`src/rtl/sdf_pkg.sv`:
```
// Package: shared pin indices and reset levels for the serial code front end.
// Assumes the three external wires are bundled into one vector in pin order.
package sdf_pkg;
    localparam int PIN_CNT   = 3;
    localparam int PIN_SDATA = 0;
    localparam int PIN_SCLK  = 1;
    localparam int PIN_SEL   = 2;
    // Idle levels: select deasserted (high), clock low, data low
    localparam logic [PIN_CNT-1:0] PIN_IDLE = 3'b100;
endpackage

```
`src/rtl/sdf_sync.sv`:
```
// Module: multi-stage synchroniser bank, one chain per input bit.
// Assumes each bit is an independent slow level; no bus coherence is implied.
module sdf_sync #(
    parameter int              W       = 3,
    parameter int              STAGES  = 2,
    parameter logic [W-1:0]    RST_VAL = '0
) (
    input  logic         clk,
    input  logic         rst_n,
    input  logic [W-1:0] d_async,
    output logic [W-1:0] q
);
    logic [W-1:0] stage_q [STAGES];

    genvar s;
    generate
        for (s = 0; s < STAGES; s++) begin : g_stage
            if (s == 0) begin : g_first
                // Capture the raw pins
                always_ff @(posedge clk) begin
                    if (!rst_n) stage_q[0] <= RST_VAL;
                    else        stage_q[0] <= d_async;
                end
            end else begin : g_next
                // Pass the level one stage further
                always_ff @(posedge clk) begin
                    if (!rst_n) stage_q[s] <= RST_VAL;
                    else        stage_q[s] <= stage_q[s-1];
                end
            end
        end
    endgenerate

    assign q = stage_q[STAGES-1];
endmodule

```
`src/rtl/sdf_edge.sv`:
```
// Module: rising-edge detector for synchronised levels.
// Assumes inputs are already in the clk domain; output is combinational.
module sdf_edge #(
    parameter int           W       = 2,
    parameter logic [W-1:0] RST_VAL = '0
) (
    input  logic         clk,
    input  logic         rst_n,
    input  logic [W-1:0] level,
    output logic [W-1:0] rise
);
    logic [W-1:0] prev_q;

    // Remember last cycle's level
    always_ff @(posedge clk) begin
        if (!rst_n) prev_q <= RST_VAL;
        else        prev_q <= level;
    end

    // Flag a low-to-high change
    always_comb rise = level & ~prev_q;
endmodule

```
`src/rtl/sdf_capture.sv`:
```
// Module: serial shift register plus the parallel code register and load strobe.
// Assumes shift_en and load_en are single-cycle events in the clk domain.
module sdf_capture #(
    parameter int CODE_W = 16
) (
    input  logic              clk,
    input  logic              rst_n,
    input  logic              shift_en,
    input  logic              bit_in,
    input  logic              load_en,
    output logic [CODE_W-1:0] shift_word,
    output logic [CODE_W-1:0] code_q,
    output logic              load_pulse
);
    logic [CODE_W-1:0] shift_q;

    // Shift one bit in at the LSB; the oldest bit falls off the top
    always_ff @(posedge clk) begin
        if (!rst_n)        shift_q <= '0;
        else if (shift_en) shift_q <= {shift_q[CODE_W-2:0], bit_in};
    end

    // Copy the shift register into the code register on a frame end
    always_ff @(posedge clk) begin
        if (!rst_n)       code_q <= '0;
        else if (load_en) code_q <= shift_q;
    end

    // Single-cycle strobe aligned with the code update
    always_ff @(posedge clk) begin
        if (!rst_n) load_pulse <= 1'b0;
        else        load_pulse <= load_en;
    end

    assign shift_word = shift_q;
endmodule

```
`src/rtl/sdf_frontend.sv`:
```
// Module: top of the serial-loaded converter code register.
// Assumes clk is at least 4x the serial clock and the serial clock is still
// while select rises. Pins are asynchronous and get two synchroniser stages.
module sdf_frontend #(
    parameter int CODE_W      = 16,
    parameter int SYNC_STAGES = 2
) (
    input  logic              clk,
    input  logic              rst_n,
    input  logic              sel_n_pin,
    input  logic              sclk_pin,
    input  logic              sdata_pin,
    output logic [CODE_W-1:0] dac_code,
    output logic              code_load
);
    import sdf_pkg::*;

    localparam logic [1:0] EDGE_IDLE = {PIN_IDLE[PIN_SEL], PIN_IDLE[PIN_SCLK]};

    logic [PIN_CNT-1:0] pins_raw;
    logic [PIN_CNT-1:0] pins_s;
    logic [1:0]         edge_rise;
    logic               sel_sync;
    logic               sclk_rise;
    logic               sel_rise;
    logic [CODE_W-1:0]  shift_word;

    // Bundle the pins in package order
    always_comb begin
        pins_raw            = '0;
        pins_raw[PIN_SDATA] = sdata_pin;
        pins_raw[PIN_SCLK]  = sclk_pin;
        pins_raw[PIN_SEL]   = sel_n_pin;
    end

    sdf_sync #(.W(PIN_CNT), .STAGES(SYNC_STAGES), .RST_VAL(PIN_IDLE)) u_sync (
        .clk     (clk),
        .rst_n   (rst_n),
        .d_async (pins_raw),
        .q       (pins_s)
    );

    sdf_edge #(.W(2), .RST_VAL(EDGE_IDLE)) u_edge (
        .clk   (clk),
        .rst_n (rst_n),
        .level ({pins_s[PIN_SEL], pins_s[PIN_SCLK]}),
        .rise  (edge_rise)
    );

    assign sel_sync  = pins_s[PIN_SEL];
    assign sclk_rise = edge_rise[0];
    assign sel_rise  = edge_rise[1];

    sdf_capture #(.CODE_W(CODE_W)) u_cap (
        .clk        (clk),
        .rst_n      (rst_n),
        .shift_en   (sclk_rise & ~sel_sync),
        .bit_in     (pins_s[PIN_SDATA]),
        .load_en    (sel_rise),
        .shift_word (shift_word),
        .code_q     (dac_code),
        .load_pulse (code_load)
    );
endmodule

```
`config.mk`:
```
export PLATFORM = sky130hd
export DESIGN_NAME = sdf_frontend
export DESIGN_NICKNAME = d
export VERILOG_FILES = /design/src/rtl/sdf_pkg.sv /design/src/rtl/sdf_sync.sv /design/src/rtl/sdf_edge.sv /design/src/rtl/sdf_capture.sv /design/src/rtl/sdf_frontend.sv
export SDC_FILE = /design/constraint.sdc
export NUM_CORES = 1
export LEC_CHECK = 0
export CORE_MARGIN = 1
export CORE_UTILIZATION = 56
export CTS_CLUSTER_DIAMETER = 100
export CTS_CLUSTER_SIZE = 10
export DETAILED_ROUTE_END_ITERATION = 12
export PLACE_DENSITY = 0.82
export SLEW_MARGIN = 20
export SYNTH_ARGS = -nofsm -noshare
export SYNTH_HDL_FRONTEND = slang
export SYNTH_SLANG_ARGS = --single-unit
```
`constraint.sdc`:
```
create_clock -name clk -period 2.71 [get_ports clk]
set_clock_uncertainty 0.1 [all_clocks]
set_input_delay 0.6775 -clock clk [delete_from_list [all_inputs] [get_ports clk]]
set_output_delay 0.6775 -clock clk [all_outputs]
set_load 0.01 [all_outputs]
```
==> impl_metrics.json, run 1 <==
{
  "clock_power_share": 0.325,
  "drc": 0,
  "seq_area_sq_um": 821,
  "multiInputGateArea_sq_um": 583,
  "fin_util": 0.686,
  "p_sw_uw": 204,
  "synth_compound_area_frac": 0.157,
  "ant_nets": 0,
  "coreArea_sq_um": 2500,
  "num_rows": 18,
  "die_area_sq_um": 2880,
  "slew_headroom": 0.340,
  "synth_top_family_by_area": "simple AND/OR/NAND/NOR gates",
  "p_int_uw": 744,
  "grt_pass1_vias": 942,
  "synth_top_area_share": 0.550,
  "postCtsSetupBuffers": 0,
  "numCtsBuffers": 5,
  "grt_max_degree": 58,
  "crit_buf_inv": 1,
  "cts_hold_buf": 0,
  "worstPathArrival_ps": 1240,
  "fp.dieW_microns": 53.6,
  "worst_slew_pin_slew_ps": 989,
  "min_from": "u_sync.stage_q[0][2]",
  "grt_pass1_wl_microns": 3990,
  "synth_fp_nets": 167,
  "routed_wl_microns": 2390,
  "reg2reg_slack_ps": 1040,
  "period_minus_slack_ps": 2020,
  "cpLargestDelayFamily": "buffers and inverters",
  "cp_slowest_cell": "clkdlybuf4s50_1",
  "critPathMaxFanout": 2,
  "htreeDepth": 2,
  "synth_cell_type_count": 18,
  "worstHoldEndpoint": "u_sync.stage_q[1][2]",
  "path_cells": "clkdlybuf4s50_1",
  "nets": 183,
  "clkTransAtPathRegs_ps": 110,
  "hold_depth": 1,
  "area_delta_synth_final_pct": 14.8,
  "yosys-top-cells-count": "nand2_1, dfxtp_1, nand3_1",
  "fin_crit_sh": 0.744,
  "synth_area_leaders": "dfxtp_1, nand2_1, a21boi_2",
  "power.share.combinational": 0.032,
  "crit_path_end_kind": "output pin",
  "cp.required_ps": 1930,
  "drive_gt1_frac": 0.0955,
  "hold_violations": 0,
  "ios": 22,
  "synth-main-ff-cell": "dfxtp_1",
  "sw_frac_of_total": 0.215,
  "seqPwrFrac": 0.643,
  "tns_ps": 0,
  "start_util": 0.597,
  "clock_sinks": 41,
  "synth_edf_count": 0,
  "outcome": "complete, no violations",
  "grt_util_all_layers": 0.203,
  "vias": 1085,
  "synthMuxAreaShare": 0,
  "synth-simple-area-share": 0.234,
  "synth.most_common_cell": "nand2_1",
  "finalHoldWorstSlack_ps": 324,
  "crit_type": "reg2out",
  "hp-class": "reg2reg",
  "synth_adder_area_share": 0,
  "viasPerCell": 5.22,
  "io_buffers": 21,
  "drt_iter0_markers": 25,
  "ys_warn_count": 0,
  "gp_congestion": 0.697,
  "syn-cell-area_sq_um": 1490,
  "yosys.area.top_type": "dfxtp_1",
  "synth_xor_area_frac": 0,
  "setup_viol": 0,
  "cts.path.max_buffers": 2,
  "max_freq_ghz": 0.496,
  "power.leakage_nw": 0.562,
  "dp_hpwl_microns": 1520,
  "antenna_found_initial": 0,
  "rr_startpoint": "u_sync.stage_q[1][2]",
  "cts.repair.resized": 0,
  "wl_per_cell_microns": 11.5,
  "reg2reg_depth": 2,
  "syn-instance-count": 162,
  "cap_violations": 0,
  "power_density_nw_per_um2": 553,
  "rsz0062_at_grt": "false",
  "peakVddDrop_mv": 0.500,
  "die_h_microns": 53.6,
  "seq_area_frac_synth": 0.550,
  "synthArstFlopShare": 0,
  "r2r-end": "u_cap.shift_word[12]",
  "diodes": 0,
  "drtPass1Iterations": 4,
  "fillerInstances": 211,
  "slew_viol_final": 0,
  "synth-seq-cells": 41,
  "cts_tree": "yes",
  "overflow": 0,
  "cts_root_buffer": "clkbuf_4",
  "clk_latency_ps": 350,
  "start_kind": "flip-flop",
  "worst_path_largest_cell_delay_ps": 550,
  "avgSynthCellArea_sq_um": 9.21
}
[power by group through the flow]
stage | Combinational (mW) | Clock (mW) | Sequential, mW
finish | 0.0301 | 0.308 | 0.610
global route | 0.0336 | 0.339 | 0.610
CTS | 0.0307 | 0.313 | 0.610
detailed placement | 0.0303 | 0 | 0.623
global placement | 0.0299 | 0 | 0.623
floorplan | 0.0252 | 0 | 0.623
[routing by layer]
metal,global-route usage,vias up,wire [microns]
met3,0.0847,2,125
met1,0.221,493,1040
met5,0,-,0
met4,0.0921,0,13
met2,0.344,30,1210
li1,-,560,-
[layout by cell type, fill, tap and decap left out]
cell type	synthesis	routed
clkbuf_1	2	1
a21boi_0	6	6
nor3b_4	1	1
and2b_1	1	1
and2_1	6	6
a21boi_1	1	1
nand3_1	16	16
buf_4	4	1
clkbuf_4	0	5
nand2b_1	4	4
clkdlybuf4s50_1	0	21
a21boi_2	9	9
clkbuf_8	0	1
o21ai_0	15	15
dfxtp_1	41	41
o21ai_1	1	1
nand2_1	48	48
[flip-flops by register name, summed over array words and instances, names as in the netlist]
register          count
u_cap.shift_word     16
u_edge.prev_q         2
u_cap.code_q         16
u_sync.stage_q        6
u_cap.load_pulse      1
[final cells by class]
cell class / count / share of cell area
well taps: 30 / 0.0219
multi-input cells: 108 / 0.340
repair buffers: 22 / 0.127
flip-flops and latches: 41 / 0.479
clock buffers: 7 / 0.0321
[logic make-up (layout without fill, tap and decap cells)]
kind of cell | Yosys count | in the layout
buffers and inverters | 13 | 29
AOI/OAI and AO/OA | 32 | 32
DFF | 41 | 41
and+or+nand+nor | 76 | 76
[worst max-delay path by stage]
stage | start | endpoint | slack (ps) | cells after the start
floorplan | rst_n | u_cap.shift_word[10] | 1380 | 4
finish | u_cap.code_q[9] | dac_code[9] | 690 | 1
global route | u_cap.code_q[3] | dac_code[3] | 630 | 1
global placement | rst_n | u_cap.shift_word[10] | 770 | 4
detailed placement | rst_n | u_cap.shift_word[12] | 710 | 4
CTS | u_cap.code_q[9] | dac_code[9] | 680 | 1
[stage by stage]
| step | area, sq um | total power, mW | std cells | worst slack, ps |
|---|---|---|---|---|
| 6_report | 1710 | 0.948 | 208 | 693 |
| 5_1_grt | 1710 | 0.983 | 208 | 631 |
| 3_5_place_dp | 1660 | 0.654 | 201 | 711 |
| 3_3_place_gp | 1660 | 0.653 | 201 | 774 |
| 4_1_cts | 1710 | 0.953 | 208 | 681 |
| 2_1_floorplan | 1490 | 0.648 | 162 | 1380 |
No activity file was read; power rests on OpenSTA's default activity.
==> inputs of run 2 (changes only) <==
--- a/config.mk
+++ b/config.mk
@@ -6,11 +6,11 @@
 export NUM_CORES = 1
 export LEC_CHECK = 0
 export CORE_MARGIN = 1
-export CORE_UTILIZATION = 56
+export CORE_UTILIZATION = 47
 export CTS_CLUSTER_DIAMETER = 100
 export CTS_CLUSTER_SIZE = 10
 export DETAILED_ROUTE_END_ITERATION = 12
-export PLACE_DENSITY = 0.82
+export PLACE_DENSITY = 0.73
 export SLEW_MARGIN = 20
 export SYNTH_ARGS = -nofsm -noshare
 export SYNTH_HDL_FRONTEND = slang
==> constraint.sdc (replaced) <==
create_clock -name clk -period 1.78 [get_ports clk]
set_clock_uncertainty 0.1 [all_clocks]
set_input_delay 0.445 -clock clk [delete_from_list [all_inputs] [get_ports clk]]
set_output_delay 0.445 -clock clk [all_outputs]
set_load 0.01 [all_outputs]
==> impl_metrics.json, run 2 (same netlist as run 1, synthesis figures left out) <==
{
  "clkTransAtPathRegs_ps": 110,
  "clock_sinks": 41,
  "num_rows": 20,
  "htreeDepth": 2,
  "period_minus_slack_ps": 1500,
  "cpLargestDelayFamily": "flip-flops",
  "coreArea_sq_um": 3030,
  "max_freq_ghz": 0.665,
  "rr_startpoint": "u_sync.stage_q[1][2]",
  "fin_crit_sh": 0.845,
  "placed_cells": 216,
  "nets": 184,
  "reg2reg_slack_ps": 350,
  "critPathLaunch": "u_cap.code_q[14]",
  "worstPathArrival_ps": 960,
  "crit_buf_inv": 1,
  "power.leakage_nw": 0.793,
  "start_kind": "flip-flop",
  "rsz0062_at_grt": "false",
  "p_total_mw": 1.44,
  "antenna_found_initial": 0,
  "crit_path_end_kind": "output pin",
  "ios": 22,
  "viasPerCell": 4.85,
  "reg2reg_depth": 3,
  "power_density_nw_per_um2": 812,
  "drive_gt1_frac": 0.101,
  "cap_violations": 0,
  "r2r-end": "u_cap.code_q[10]",
  "die_area_sq_um": 3410,
  "wl_per_cell_microns": 10.9,
  "start_util": 0.493,
  "final_cell_mix": "nand2_1, dfxtp_1, nand3_1",
  "diodes": 0,
  "cts_tree": "yes",
  "numCtsBuffers": 5,
  "setup.worst_path.end": "dac_code[14]",
  "io_buffers": 21,
  "routed_wl_microns": 2420,
  "cp.required_ps": 1230,
  "grt_pass1_wl_microns": 3850,
  "critPathMaxFanout": 2,
  "crit_cells": 1,
  "hp-class": "reg2reg",
  "die_h_microns": 58.4,
  "worst_path_largest_cell_delay_ps": 350,
  "tns_ps": 0,
  "slew_headroom": 0.600,
  "stdcell_count": 223,
  "path_cells": "dlygate4sd2_1",
  "ant_nets": 0,
  "fp.dieW_microns": 58.4,
  "crit_type": "reg2out",
  "hold_violations": 0,
  "overflow": 0,
  "cts.path.max_buffers": 2,
  "cts_root_buffer": "clkbuf_4",
  "cts_hold_buf": 0,
  "dp_hpwl_microns": 1540,
  "grt_util_all_layers": 0.155,
  "setup_viol": 0,
  "grt_max_degree": 58,
  "outcome": "complete, no violations",
  "cp_slowest_cell": "dfxtp_1",
  "vias": 1082,
  "area_delta_synth_final_pct": 18.4,
  "worst_slew_pin_slew_ps": 600,
  "mostFrequentLayoutCell": "nand2_1",
  "gp_congestion": 0.734,
  "clk_latency_ps": 340,
  "grt_pass1_vias": 926,
  "slew_viol_final": 0,
  "drtPass1Iterations": 4,
  "hold_depth": 1,
  "peakVddDrop_mv": 0.480,
  "drc": 0,
  "drt_iter0_markers": 34
}
run 2: timing repair:
| item | CTS | global route |
|---|---|---|
| endpoints found under the setup margin | 7 | 10 |
| setup buffers | 0 | 0 |
| gates resized for setup | 7 | 10 |
run 2: final cells by class:
class,count,area [sq um]
Clock buffer,7,55.1
Fill cell,270,1260
Multi-Input combinational cell,108,583
Sequential cell,41,821
Tap cell,44,55.1
Timing Repair Buffer,23,254
run 2: worst min path at each step:
| stage | end | slack [ps] | startpoint |
|---|---|---|---|
| 3_3_place_gp | u_sync.stage_q[1][2] | 300 | u_sync.stage_q[0][2] |
| 5_1_grt | u_sync.stage_q[1][2] | 350 | u_sync.stage_q[0][2] |
| 4_1_cts | u_sync.stage_q[1][2] | 330 | u_sync.stage_q[0][2] |
| 3_5_place_dp | u_sync.stage_q[1][2] | 300 | u_sync.stage_q[0][2] |
| 6_report | u_sync.stage_q[1][2] | 330 | u_sync.stage_q[0][2] |
| 2_1_floorplan | u_sync.stage_q[1][2] | 290 | u_sync.stage_q[0][2] |
run 2: metal layers:
layer  vias to the layer above  GRT usage  wire length, microns
met5                         -          0                     0
met3                         5     0.0659                   129
met2                        26      0.269                  1180
met1                       492      0.161                  1070
met4                         0     0.0714                    42
li1                        559          -                     -
run 2: through the flow:
step	setup slack [ps]	cell area (sq um)	hold slack, ps	util
floorplan	679	1490	286	-
detailed placement	151	1700	300	0.560
finish	277	1770	328	0.584
global placement	216	1700	295	0.560
global route	192	1770	353	0.584
CTS	0.703	1740	329	0.576
run 2: power by group:
part | internal [mW] | switching [mW] | leakage, nW
logic | 0.0241 | 0.0256 | 0.430
registers | 0.925 | 0.00333 | 0.332
clock network | 0.187 | 0.271 | 0.0314
total | 1.14 | 0.300 | 0.793
==> inputs of run 3 (changes only) <==
--- a/config.mk
+++ b/config.mk
@@ -6,11 +6,11 @@
 export NUM_CORES = 1
 export LEC_CHECK = 0
 export CORE_MARGIN = 1
-export CORE_UTILIZATION = 47
+export CORE_UTILIZATION = 52
 export CTS_CLUSTER_DIAMETER = 100
 export CTS_CLUSTER_SIZE = 10
 export DETAILED_ROUTE_END_ITERATION = 12
-export PLACE_DENSITY = 0.73
+export PLACE_DENSITY = 0.77
 export SLEW_MARGIN = 20
 export SYNTH_ARGS = -nofsm -noshare
 export SYNTH_HDL_FRONTEND = slang
==> constraint.sdc (replaced) <==
create_clock -name clk -period 1.4 [get_ports clk]
set_clock_uncertainty 0.1 [all_clocks]
set_input_delay 0.35 -clock clk [delete_from_list [all_inputs] [get_ports clk]]
set_output_delay 0.35 -clock clk [all_outputs]
set_load 0.01 [all_outputs]
==> impl_metrics.json, run 3 (same netlist as run 1, synthesis figures left out) <==
{
  "outcome": "complete, no violations",
  "grt_busiest_layer": "met2",
  "clkTransAtPathRegs_ps": 100,
  "start_util": 0.546,
  "die_h_microns": 55.6,
  "rsz0062_at_grt": "false",
  "numCtsBuffers": 5,
  "rr_startpoint": "u_sync.stage_q[1][2]",
  "multiInputGateArea_sq_um": 583,
  "p_total_mw": 1.83,
  "hp-class": "reg2reg",
  "fp.dieW_microns": 55.6,
  "fin_crit_sh": 0.964,
  "power.leakage_nw": 0.615,
  "coreArea_sq_um": 2730,
  "power_density_nw_per_um2": 1070,
  "clk_latency_ps": 340,
  "peakVddDrop_mv": 0.798,
  "hold_violations": 0,
  "hold_depth": 1,
  "grt.met1_usage": 0.213,
  "gp_congestion": 0.712,
  "diodes": 0,
  "worstPathArrival_ps": 900,
  "drtPass1Iterations": 4,
  "cpLargestDelayFamily": "flip-flops",
  "min_from": "u_sync.stage_q[0][2]",
  "ios": 22,
  "r2r-end": "u_cap.shift_word[4]",
  "routed_wl_microns": 2480,
  "clock_sinks": 41,
  "overflow": 0,
  "cts.path.max_buffers": 2,
  "vias": 1109,
  "final_cell_mix": "nand2_1, dfxtp_1, nand3_1",
  "drive_gt1_frac": 0.230,
  "io_buffers": 21,
  "viasPerCell": 5.18,
  "reg2reg_depth": 4,
  "seq_area_sq_um": 825,
  "cp_slowest_cell": "dfxtp_2",
  "worstHoldEndpoint": "u_sync.stage_q[1][2]",
  "antenna_found_initial": 0,
  "grt_pass1_wl_microns": 4190,
  "cap_violations": 0,
  "slew_viol_final": 0,
  "postCtsSetupBuffers": 0,
  "wl_per_cell_microns": 11.6,
  "cts_hold_buf": 0,
  "mostFrequentLayoutCell": "nand2_1",
  "crit_buf_inv": 1,
  "max_freq_ghz": 0.741,
  "nets": 188,
  "crit_path_end_kind": "output pin",
  "start_kind": "flip-flop",
  "worst_slew_pin_slew_ps": 195,
  "fillerInstances": 262,
  "htreeDepth": 2,
  "critPathMaxFanout": 2,
  "cts_tree": "yes",
  "cts_root_buffer": "clkbuf_4",
  "grt_max_degree": 58,
  "period_minus_slack_ps": 1350,
  "reg2reg_slack_ps": 230,
  "area_delta_synth_final_pct": 14.5,
  "num_rows": 19,
  "grt_util_all_layers": 0.183,
  "use_met3": 0.0512,
  "slew_headroom": 0.870,
  "die_area_sq_um": 3090,
  "finish.instance_area_sq_um": 1710,
  "ant_nets": 0,
  "drt_iter0_markers": 27,
  "use_met2": 0.281,
  "crit_type": "reg2out",
  "cp.required_ps": 950,
  "setup_viol": 0,
  "worst_path_largest_cell_delay_ps": 350,
  "fin_util": 0.625,
  "path_cells": "clkdlybuf4s15_2",
  "tns_ps": 0,
  "dp_hpwl_microns": 1680,
  "grt_pass1_vias": 977,
  "place_area_sq_um": 1720,
  "drc": 0
}
==> run 3: power breakdown <==
group	internal [mW]	switching, mW
clock	0.237	0.345
combinational	0.0346	0.0329
sequential	1.18	0.00426
==> run 3: per-layer routing <==
| layer | vias up | wire, microns |
|---|---|---|
| li1 | 570 | - |
| met1 | 504 | 1050 |
| met2 | 26 | 1240 |
| met3 | 9 | 114 |
| met4 | 0 | 79 |
| met5 | - | 0 |
==> run 3: worst max path at each step <==
stage / to / cells after the start / startpoint / slack, ps
2_1_floorplan: u_cap.load_pulse / 4 / u_sync.stage_q[1][2] / 310
3_3_place_gp: u_cap.shift_word[10] / 4 / rst_n / -60
3_5_place_dp: u_cap.shift_word[4] / 4 / rst_n / -120
4_1_cts: dac_code[0] / 1 / u_cap.code_q[0] / 0.3
5_1_grt: dac_code[13] / 1 / u_cap.code_q[13] / 2
6_report: dac_code[11] / 1 / u_cap.code_q[11] / 50
==> run 3: cell type report <==
type	instances	share of cell area
Timing Repair Buffer	27	0.122
Tap cell	31	0.0227
Clock buffer	7	0.0322
Multi-Input combinational cell	108	0.341
Sequential cell	41	0.482
==> run 3: repair_timing <==
item | 4_1_cts | 5_1_grt
setup endpoints to repair | 17 | 17
gates cloned | 0 | 0
pin swaps | 0 | 0
hold endpoints to repair | 0 | 0
gates resized for setup | 36 | 18
==> run 3: per-stage QoR <==
stage               setup slack (ps)  hold WS [ps]  instances
global route                    2.15           345        214
global placement               -60.6           297        207
finish                          50.9           320        214
CTS                            0.347           328        214
floorplan                        313           286        162
detailed placement              -119           303        207
